### src/rtl/tsm_pkg.sv
package tsm_pkg;
    localparam int PAY_W = 32;
    localparam int WORD_W = PAY_W + 2;
    localparam logic [1:0] K_DATA = 2'b00;
    localparam logic [1:0] K_FHDR = 2'b01;
    localparam logic [1:0] K_SHDR = 2'b10;
    localparam logic [1:0] K_END  = 2'b11;
    localparam logic [31:0] CRC_POLY = 32'h04C1_1DB7;

    typedef enum logic [2:0] {
        S_WAIT,
        S_SCAN,
        S_SHDR,
        S_DRAIN,
        S_CLOSE
    } mstate_e;
endpackage

### src/rtl/tsm_crc_step.sv
module tsm_crc_step #(
    parameter int DW = 32
) (
    input  logic [31:0]   crc_in,
    input  logic [DW-1:0] data,
    output logic [31:0]   crc_out
);
    import tsm_pkg::*;

    always_comb begin
        logic [31:0] c;
        logic        fb;
        c = crc_in;
        for (int i = DW - 1; i >= 0; i--) begin
            fb = c[31] ^ data[i];
            c  = {c[30:0], 1'b0} ^ (fb ? CRC_POLY : 32'h0);
        end
        crc_out = c;
    end
endmodule

### src/rtl/tsm_head_min.sv
module tsm_head_min #(
    parameter int NCH  = 4,
    parameter int TS_W = 16
) (
    input  logic [NCH-1:0][TS_W-1:0] ts,
    output logic [TS_W-1:0]          min_ts,
    output logic [NCH-1:0]           eq_mask
);
    always_comb begin
        min_ts = ts[0];
        for (int i = 1; i < NCH; i++) begin
            if (ts[i] < min_ts) min_ts = ts[i];
        end
    end

    for (genvar g = 0; g < NCH; g++) begin : g_eq
        assign eq_mask[g] = (ts[g] == min_ts);
    end
endmodule

### src/rtl/tsm_first_set.sv
module tsm_first_set #(
    parameter int NCH = 4,
    localparam int IDX_W = (NCH > 1) ? $clog2(NCH) : 1
) (
    input  logic [NCH-1:0]   mask,
    output logic [IDX_W-1:0] idx
);
    always_comb begin
        idx = '0;
        for (int i = NCH - 1; i >= 0; i--) begin
            if (mask[i]) idx = IDX_W'(i);
        end
    end
endmodule

### src/rtl/ts_frame_merger.sv
module ts_frame_merger
    import tsm_pkg::*;
#(
    parameter int NCH  = 4,
    parameter int TS_W = 16
) (
    input  logic                     clk,
    input  logic                     rst_n,
    input  logic [NCH-1:0][33:0]     in_word,
    input  logic [NCH-1:0]           in_valid,
    output logic [NCH-1:0]           in_pop,
    output logic [33:0]              out_word,
    output logic                     out_valid,
    input  logic                     out_ready,
    output logic                     err_flag
);
    localparam int IDX_W = (NCH > 1) ? $clog2(NCH) : 1;

    typedef struct packed {
        mstate_e          st;
        logic [NCH-1:0]   part;
        logic [NCH-1:0]   done;
        logic [IDX_W-1:0] ptr;
        logic [TS_W-1:0]  best;
        logic             have;
        logic [NCH-1:0]   grp;
        logic [31:0]      crc;
        logic             err;
    } regs_t;

    regs_t r_d, r_q;

    logic [NCH-1:0][TS_W-1:0] head_ts;
    logic [NCH-1:0]           bad_mask;
    logic [TS_W-1:0]          min_ts;
    logic [NCH-1:0]           eq_mask;
    logic [IDX_W-1:0]         cur;
    logic [31:0]              crc_nx;
    logic [1:0]               ptr_kind;
    logic [1:0]               cur_kind;
    logic                     hs;

    for (genvar g = 0; g < NCH; g++) begin : g_head
        assign head_ts[g]  = in_word[g][TS_W-1:0];
        assign bad_mask[g] = in_valid[g] && (in_word[g][33:32] != K_FHDR);
    end

    tsm_head_min #(.NCH(NCH), .TS_W(TS_W)) u_min (
        .ts(head_ts), .min_ts(min_ts), .eq_mask(eq_mask)
    );

    tsm_first_set #(.NCH(NCH)) u_first (
        .mask(r_q.grp), .idx(cur)
    );

    tsm_crc_step #(.DW(PAY_W)) u_crc (
        .crc_in(r_q.crc), .data(out_word[31:0]), .crc_out(crc_nx)
    );

    assign ptr_kind = in_word[r_q.ptr][33:32];
    assign cur_kind = in_word[cur][33:32];
    assign hs       = out_valid && out_ready;
    assign err_flag = r_q.err;

    // Output word selection
    always_comb begin
        out_valid = 1'b0;
        out_word  = '0;
        unique case (r_q.st)
            S_WAIT: begin
                out_valid = (&in_valid) && !(|bad_mask);
                out_word  = {K_FHDR, PAY_W'(min_ts)};
            end
            S_SHDR: begin
                out_valid = 1'b1;
                out_word  = {K_SHDR, PAY_W'(r_q.best)};
            end
            S_DRAIN: begin
                out_valid = in_valid[cur] && (cur_kind == K_DATA);
                out_word  = in_word[cur];
            end
            S_CLOSE: begin
                out_valid = 1'b1;
                out_word  = {K_END, ~r_q.crc};
            end
            default: ;
        endcase
    end

    // Next-state computation
    always_comb begin
        logic             adv;
        logic [NCH-1:0]   ptr_bit;
        r_d     = r_q;
        in_pop  = '0;
        adv     = 1'b0;
        ptr_bit = '0;
        ptr_bit[r_q.ptr] = 1'b1;
        if (hs && out_word[33:32] != K_END) r_d.crc = crc_nx;
        unique case (r_q.st)
            S_WAIT: begin
                if (|bad_mask) begin
                    in_pop = bad_mask;
                    r_d.err = 1'b1;
                end else if (hs) begin
                    in_pop   = eq_mask;
                    r_d.part = eq_mask;
                    r_d.done = '0;
                    r_d.ptr  = '0;
                    r_d.have = 1'b0;
                    r_d.grp  = '0;
                    r_d.st   = S_SCAN;
                end
            end
            S_SCAN: begin
                if (!r_q.part[r_q.ptr] || r_q.done[r_q.ptr]) begin
                    adv = 1'b1;
                end else if (in_valid[r_q.ptr]) begin
                    if (ptr_kind == K_END) begin
                        in_pop[r_q.ptr]   = 1'b1;
                        r_d.done[r_q.ptr] = 1'b1;
                        adv = 1'b1;
                    end else if (ptr_kind == K_SHDR) begin
                        if (!r_q.have || head_ts[r_q.ptr] < r_q.best) begin
                            r_d.best = head_ts[r_q.ptr];
                            r_d.grp  = ptr_bit;
                            r_d.have = 1'b1;
                        end else if (head_ts[r_q.ptr] == r_q.best) begin
                            r_d.grp = r_q.grp | ptr_bit;
                        end
                        adv = 1'b1;
                    end else begin
                        in_pop[r_q.ptr] = 1'b1;
                        r_d.err = 1'b1;
                    end
                end
                if (adv) begin
                    if (r_q.ptr == IDX_W'(NCH - 1)) begin
                        r_d.ptr = '0;
                        r_d.st  = r_d.have ? S_SHDR : S_CLOSE;
                    end else begin
                        r_d.ptr = r_q.ptr + IDX_W'(1);
                    end
                end
            end
            S_SHDR: begin
                if (hs) begin
                    in_pop = r_q.grp;
                    r_d.st = S_DRAIN;
                end
            end
            S_DRAIN: begin
                if (in_valid[cur]) begin
                    if (cur_kind == K_DATA) begin
                        in_pop[cur] = hs;
                    end else if (cur_kind == K_FHDR) begin
                        in_pop[cur] = 1'b1;
                        r_d.err = 1'b1;
                    end else begin
                        r_d.grp[cur] = 1'b0;
                        if (r_d.grp == '0) begin
                            r_d.st   = S_SCAN;
                            r_d.ptr  = '0;
                            r_d.have = 1'b0;
                        end
                    end
                end
            end
            S_CLOSE: begin
                if (hs) begin
                    r_d.st  = S_WAIT;
                    r_d.crc = '1;
                end
            end
            default: r_d.st = S_WAIT;
        endcase
    end

    always_ff @(posedge clk) begin
        if (!rst_n) begin
            r_q     <= '0;
            r_q.st  <= S_WAIT;
            r_q.crc <= '1;
        end else begin
            r_q <= r_d;
        end
    end


    pop_valid_chk: assert property (@(posedge clk) disable iff (!rst_n)
        (in_pop & ~in_valid) == '0);


    out_hold_chk: assert property (@(posedge clk) disable iff (!rst_n)
        out_valid && !out_ready |=> out_valid && $stable(out_word));


    err_sticky_chk: assert property (@(posedge clk) disable iff (!rst_n)
        err_flag |=> err_flag);


    data_one_src_chk: assert property (@(posedge clk) disable iff (!rst_n)
        out_valid && out_word[33:32] == K_DATA |-> $countones(in_pop) <= 1);


    wait_all_chk: assert property (@(posedge clk) disable iff (!rst_n)
        r_q.st == S_WAIT && !(&in_valid) |-> !out_valid);
endmodule

### config.mk
export PLATFORM = sky130hd
export DESIGN_NAME = ts_frame_merger
export DESIGN_NICKNAME = d
export VERILOG_FILES = /design/src/rtl/tsm_pkg.sv /design/src/rtl/tsm_crc_step.sv /design/src/rtl/tsm_head_min.sv /design/src/rtl/tsm_first_set.sv /design/src/rtl/ts_frame_merger.sv
export SDC_FILE = /design/constraint.sdc
export NUM_CORES = 1
export LEC_CHECK = 0
export BUFFER_PORTS_ARGS = -buffer_cell sky130_fd_sc_hd__clkbuf_2
export CORE_MARGIN = 2
export CORE_UTILIZATION = 59
export CTS_BUF_LIST = sky130_fd_sc_hd__clkbuf_8 sky130_fd_sc_hd__clkbuf_16
export CTS_CLUSTER_DIAMETER = 80
export CTS_CLUSTER_SIZE = 12
export DETAILED_ROUTE_END_ITERATION = 10
export PLACE_DENSITY_LB_ADDON = 0.08
export SYNTH_ARGS = -nofsm -noshare
export SYNTH_HDL_FRONTEND = slang
export SYNTH_SLANG_ARGS = --single-unit
### constraint.sdc
create_clock -name clk -period 14.65 [get_ports clk]
set_input_delay 2.93 -clock clk [delete_from_list [all_inputs] [get_ports clk]]
set_output_delay 2.93 -clock clk [all_outputs]
set_load 0.01 [all_outputs]
* After elaboration in Yosys (flattened, before gate mapping) *
Index checks and enable logic that the tools add are counted.

cells by class
  reductions and logical operators = 31
  order comparisons = 8
  mux-type cells = 125
  add/subtract/negate cells = 1
  bitwise gates (word level) = 71
  equal/unequal tests = 38

operators with widths
  operator            count
  $xor 32x32->32      32
  $mux 27             32
  $bmux 34 s2         2
  $pmux 34 s4         1
  $mux 21             5
  $mux 32             3
  $eq 16x16->1        5
  $mux 34             2
  $lt 16x16->1        4
  $mux 16             4
  $mux 4              15
  $ne 2x2->1 const B  20
  $bmux 16 s2         1
  $not 32->32         1
  $xor 1x1->1         32
  $mux 3              9
  $mux 13             2
  $mux 5              5
  $mux 1              20
  $mux 2              10
  $mux 17             1
  $pmux 4 s4          1
  $pmux 3 s5          1
  $pmux 5 s3          1
  37 further kinds    65

storage, ports and cells
  bits in registers = 67
  output and inout port bits = 40
  bits of input ports = 143
  logic and storage cells = 283

* Longest topological paths before layout *
  word-level depth = 106
  gate-level depth with buffers = 35
  gate-level depth less buffers = 30

* Hierarchy *
A second synthesis with hierarchy kept.

unflattened totals
  cells, all modules = 1424
  area total of the unflattened synthesis = 12537.0 µm²

modules (own cells, without submodules)
  module           times used  cells an instance  seq. area each (µm²)  area each (µm²)
  ts_frame_merger  1           614                1341.3                5739.3
  tsm_head_min     1           542                0.0                   3908.7
  tsm_crc_step     1           263                0.0                   2861.5
  tsm_first_set    1           5                  0.0                   27.5

* Worst setup path before layout *
OpenSTA, ideal clock, no wires.

  path type = input to output
  start point = in in_word[1] (netlist name)
  end point = out in_pop[0]
  data required time = 11720 ps
  buffers on the path = 5
  slack = 2258 ps
  arrival = 9462 ps
  stages = 32
  path through = inv_1 > ha_1 > a2111o_1 > a311oi_4 > and2_1 > buf_4 > buf_2 > a21oi_1 > ha_1 > a21oi_1 > o21ai_0 > a2111oi_0 > o21ai_0 > a211oi_4 > buf_6 > mux2i_1 > inv_1 > ha_1 > nand2_1 > nor2_1 > nand4_1 > or3_1 > a21oi_1 > or3_1 > buf_4 > buf_6 > mux2i_1 > xnor2_1 > nand3_1 > nor3_1 > nand4_1 > nand2_1

between the ends
  cells in the longest elaborated chain, start to end = 10

ends and longest elaborated chain
  item             line                    text
  start, declared  ts_frame_merger.sv:9    input logic [NCH-1:0][33:0] in_word,
  $lt 16x16->1     tsm_head_min.sv:12      if (ts[i] < min_ts) min_ts = ts[i];
  $mux 16          tsm_head_min.sv:12
  $lt 16x16->1     tsm_head_min.sv:12
  $mux 16          tsm_head_min.sv:12
  $lt 16x16->1     tsm_head_min.sv:12
  $mux 16          tsm_head_min.sv:12
  $eq 16x16->1 *   tsm_head_min.sv:17      assign eq_mask[g] = (ts[g] == min_ts);
  $mux 4 *         ts_frame_merger.sv:105  end else if (hs) begin
  $mux 4 *         ts_frame_merger.sv:102  if (|bad_mask) begin
  $pmux 4 s4 *     ts_frame_merger.sv:100  unique case (r_q.st)
  end, declared    ts_frame_merger.sv:11   output logic [NCH-1:0] in_pop,

Every way passes the cells marked *; elsewhere a longest branch is shown, timed or not.

* Final worst setup path *
  start point = in in_word[1] (netlist name)
  end point = out in_pop[1]

between the ends
  cells in the longest elaborated chain, start to end = 10

ends and longest elaborated chain
  item            line
  $lt 16x16->1    tsm_head_min.sv:12
  $mux 16 *       tsm_head_min.sv:12
  $lt 16x16->1    tsm_head_min.sv:12
  $mux 16 *       tsm_head_min.sv:12
  $lt 16x16->1    tsm_head_min.sv:12
  $mux 16 *       tsm_head_min.sv:12
  $eq 16x16->1 *  tsm_head_min.sv:17
  $mux 4 *        ts_frame_merger.sv:105
  $mux 4 *        ts_frame_merger.sv:102
  $pmux 4 s4 *    ts_frame_merger.sv:100

Marked as above.

==> results.py <==
metrics = {
    "sta": {
        "worst-slew-pin-transition_ps": 1280,
        "hold_viol": 0,
        "slew_violations": 0,
        "fin_crit_sh": 0.963,
        "max_slew_margin": 0.142,
        "finClkSkew_ps": 10.6,
        "tns_ps": 0,
        "rsz0062_at_grt": "false",
        "setup_viol": 0,
        "period_needed_ps": 14110,
        "fmax_ghz": 0.0709,
    },
    "routing": {
        "dr_total_vias": 11100,
        "drt_drc_violations_left": 0,
        "via_per_inst": 6.47,
        "wl_mm": 41.0,
        "dr.pass1.iters": 6,
        "ant_nets": 0,
        "initialDrtViolationCount": 1326,
        "wl_per_cell_um": 23.9,
    },
    "worst_setup_path": {
        "critPathSlowestCell": "or3_2",
        "crit_start": "in_word[1]",
        "r2r_cells": 14,
        "critPathKind": "primary input to primary output",
        "regToRegStartpoint": "r_q[65]",
        "critPathRequiredTime_ps": 11720,
        "critPathCaptureType": "primary output",
        "start_kind": "primary input",
        "cp_max_fo": 17,
        "slowest_delay_ps": 840,
        "endpoint": "in_pop[1]",
        "reg2reg_slack_ps": 8110,
        "cp.arrival_ps": 11180,
    },
    "clocking": {
        "tritoncts": "built",
        "cts_made_buffers": 9,
        "htreeDepth": 3,
        "clock_latency_ps": 350,
        "clkTransAtPathRegs_ps": 50,
        "cts_buffer_depth": 2,
        "cts_sinks": 67,
        "ctsHoldBuffers": 0,
        "post_cts_resized": 0,
        "postCtsSetupRepairBufs": 0,
        "cts_root_buf": "clkbuf_16",
    },
    "synthesis": {
        "synth_cells": 1329,
        "synth_edf_count": 0,
        "synthFlopType": "dfxtp_1",
        "synth_top_area_cell": "xnor2_1",
        "synth_area_per_cell_um2": 8.46,
        "ys_seq_area_frac": 0.119,
        "netlist_area_um2": 11200,
        "synth.top_cell.area_share": 0.136,
        "syn-num-nets": 1537,
        "ys_types": 84,
        "synthArstFlopShare": 0,
        "ys.warnings.count": 0,
        "synth_seq_cells": 67,
        "ys_top_cells_by_area": "xnor2_1 14%, dfxtp_1 12%, ha_1 7.2%, xnor3_1 6.0%, nand2_1 4.3%",
    },
    "flow_run": {
        "maxCapViolCount": 0,
    },
    "run_status": {
        "status": "finished, final reports clean",
    },
    "final_layout": {
        "final_cell_mix": "182 x clkbuf_2, 175 x xnor2_1, 128 x nand2_1",
        "diodes": 0,
        "nets": 1685,
        "layout_commonest_cell": "clkbuf_2",
        "syn2layout_area_growth_pct": 12.1,
        "drive_above_1_share": 0.211,
    },
    "hold_path": {
        "hold_path.class": "flip-flop to flip-flop",
    },
    "placement": {
        "dp_hpwl_mm": 33.1,
        "port_buffers": 182,
        "gp_congestion": 1.09,
    },
    "floorplanning": {
        "die_area_um2": 20200,
        "num_io_pins": 183,
        "die_h_um": 142,
        "core_area_um2": 18700,
        "std_cell_rows": 50,
        "start_util": 0.601,
        "die_width_um": 142,
    },
    "global_routing": {
        "grt_max_degree": 50,
        "grt_pass1_wl_mm": 62.0,
        "grt_pass1_vias": 10589,
        "grt_usage": 0.404,
        "grt_overflow": 0,
        "antenna_found_initial": 0,
    },
}
[routing by layer]
layer / global-route usage / vias up / routed length (um)
li1: - / 5055 / -
met1: 0.563 / 5189 / 16900
met2: 0.623 / 725 / 17600
met3: 0.0791 / 131 / 4760
met4: 0.150 / 0 / 1790
met5: 0 / - / 0
[cell families after synthesis]
kind of cell | count (synthesis) | synth area share
mux | 82 | 0.105
fa+ha+maj | 66 | 0.0732
compound gates | 335 | 0.200
flops | 67 | 0.119
simple gates | 338 | 0.146
buf+inv | 155 | 0.0571
xor+xnor | 286 | 0.300
[metrics by stage]
stage                     hold WS (ps)   util  instances  instance area, um2  setup slack, ps
after floorplan                    437      -       1329               11200             2260
after global placement             451  0.656       1700               12300              757
after detailed placement           456  0.656       1700               12300              525
after CTS                          464  0.673       1716               12600              513
after global routing               493  0.674       1716               12600             64.2
final                              461  0.674       1716               12600              543
[worst min-delay path by stage]
stage             start  endpoint  cells past startpoint
2_1_floorplan   r_q[57]   r_q[57]                      2
3_3_place_gp   err_flag  err_flag                      1
3_5_place_dp    r_q[62]   r_q[62]                      2
4_1_cts         r_q[62]   r_q[62]                      2
5_1_grt         r_q[57]   r_q[57]                      2
6_report        r_q[62]   r_q[62]                      2
[Yosys cell counts (all sizes together) (20+ instances only)]
cell type / instances
inv: 95
xnor2: 189
nor2: 70
nand2: 128
ha: 65
mux2i: 49
xnor3: 39
nor2b: 27
a21oi: 80
clkbuf: 39
xor2: 53
o21ai: 63
o22ai: 20
a31oi: 26
buf: 21
dfxtp: 67
[critical path, delay by kind of cell]
kind	cells	cell delay, ps
AOI/OAI and AO/OA	14	3600
and+or+nand+nor	3	1620
buffers and inverters	6	1060
muxes	2	920
adders and majority gates	3	890
xor gates and xnor gates	1	120
[layout make-up]
type	count	area (um2)
clock buffer	10	239
clock inverter	6	87.6
fill	1645	6100
inverter	95	357
multi-input combinational	1107	9260
sequential	67	1340
tap	234	293
timing repair buffer	197	1020
Power is left out: the tool's default activity adds up to more than one toggle a clock period on the data nets, which glitch-free logic cannot reach.
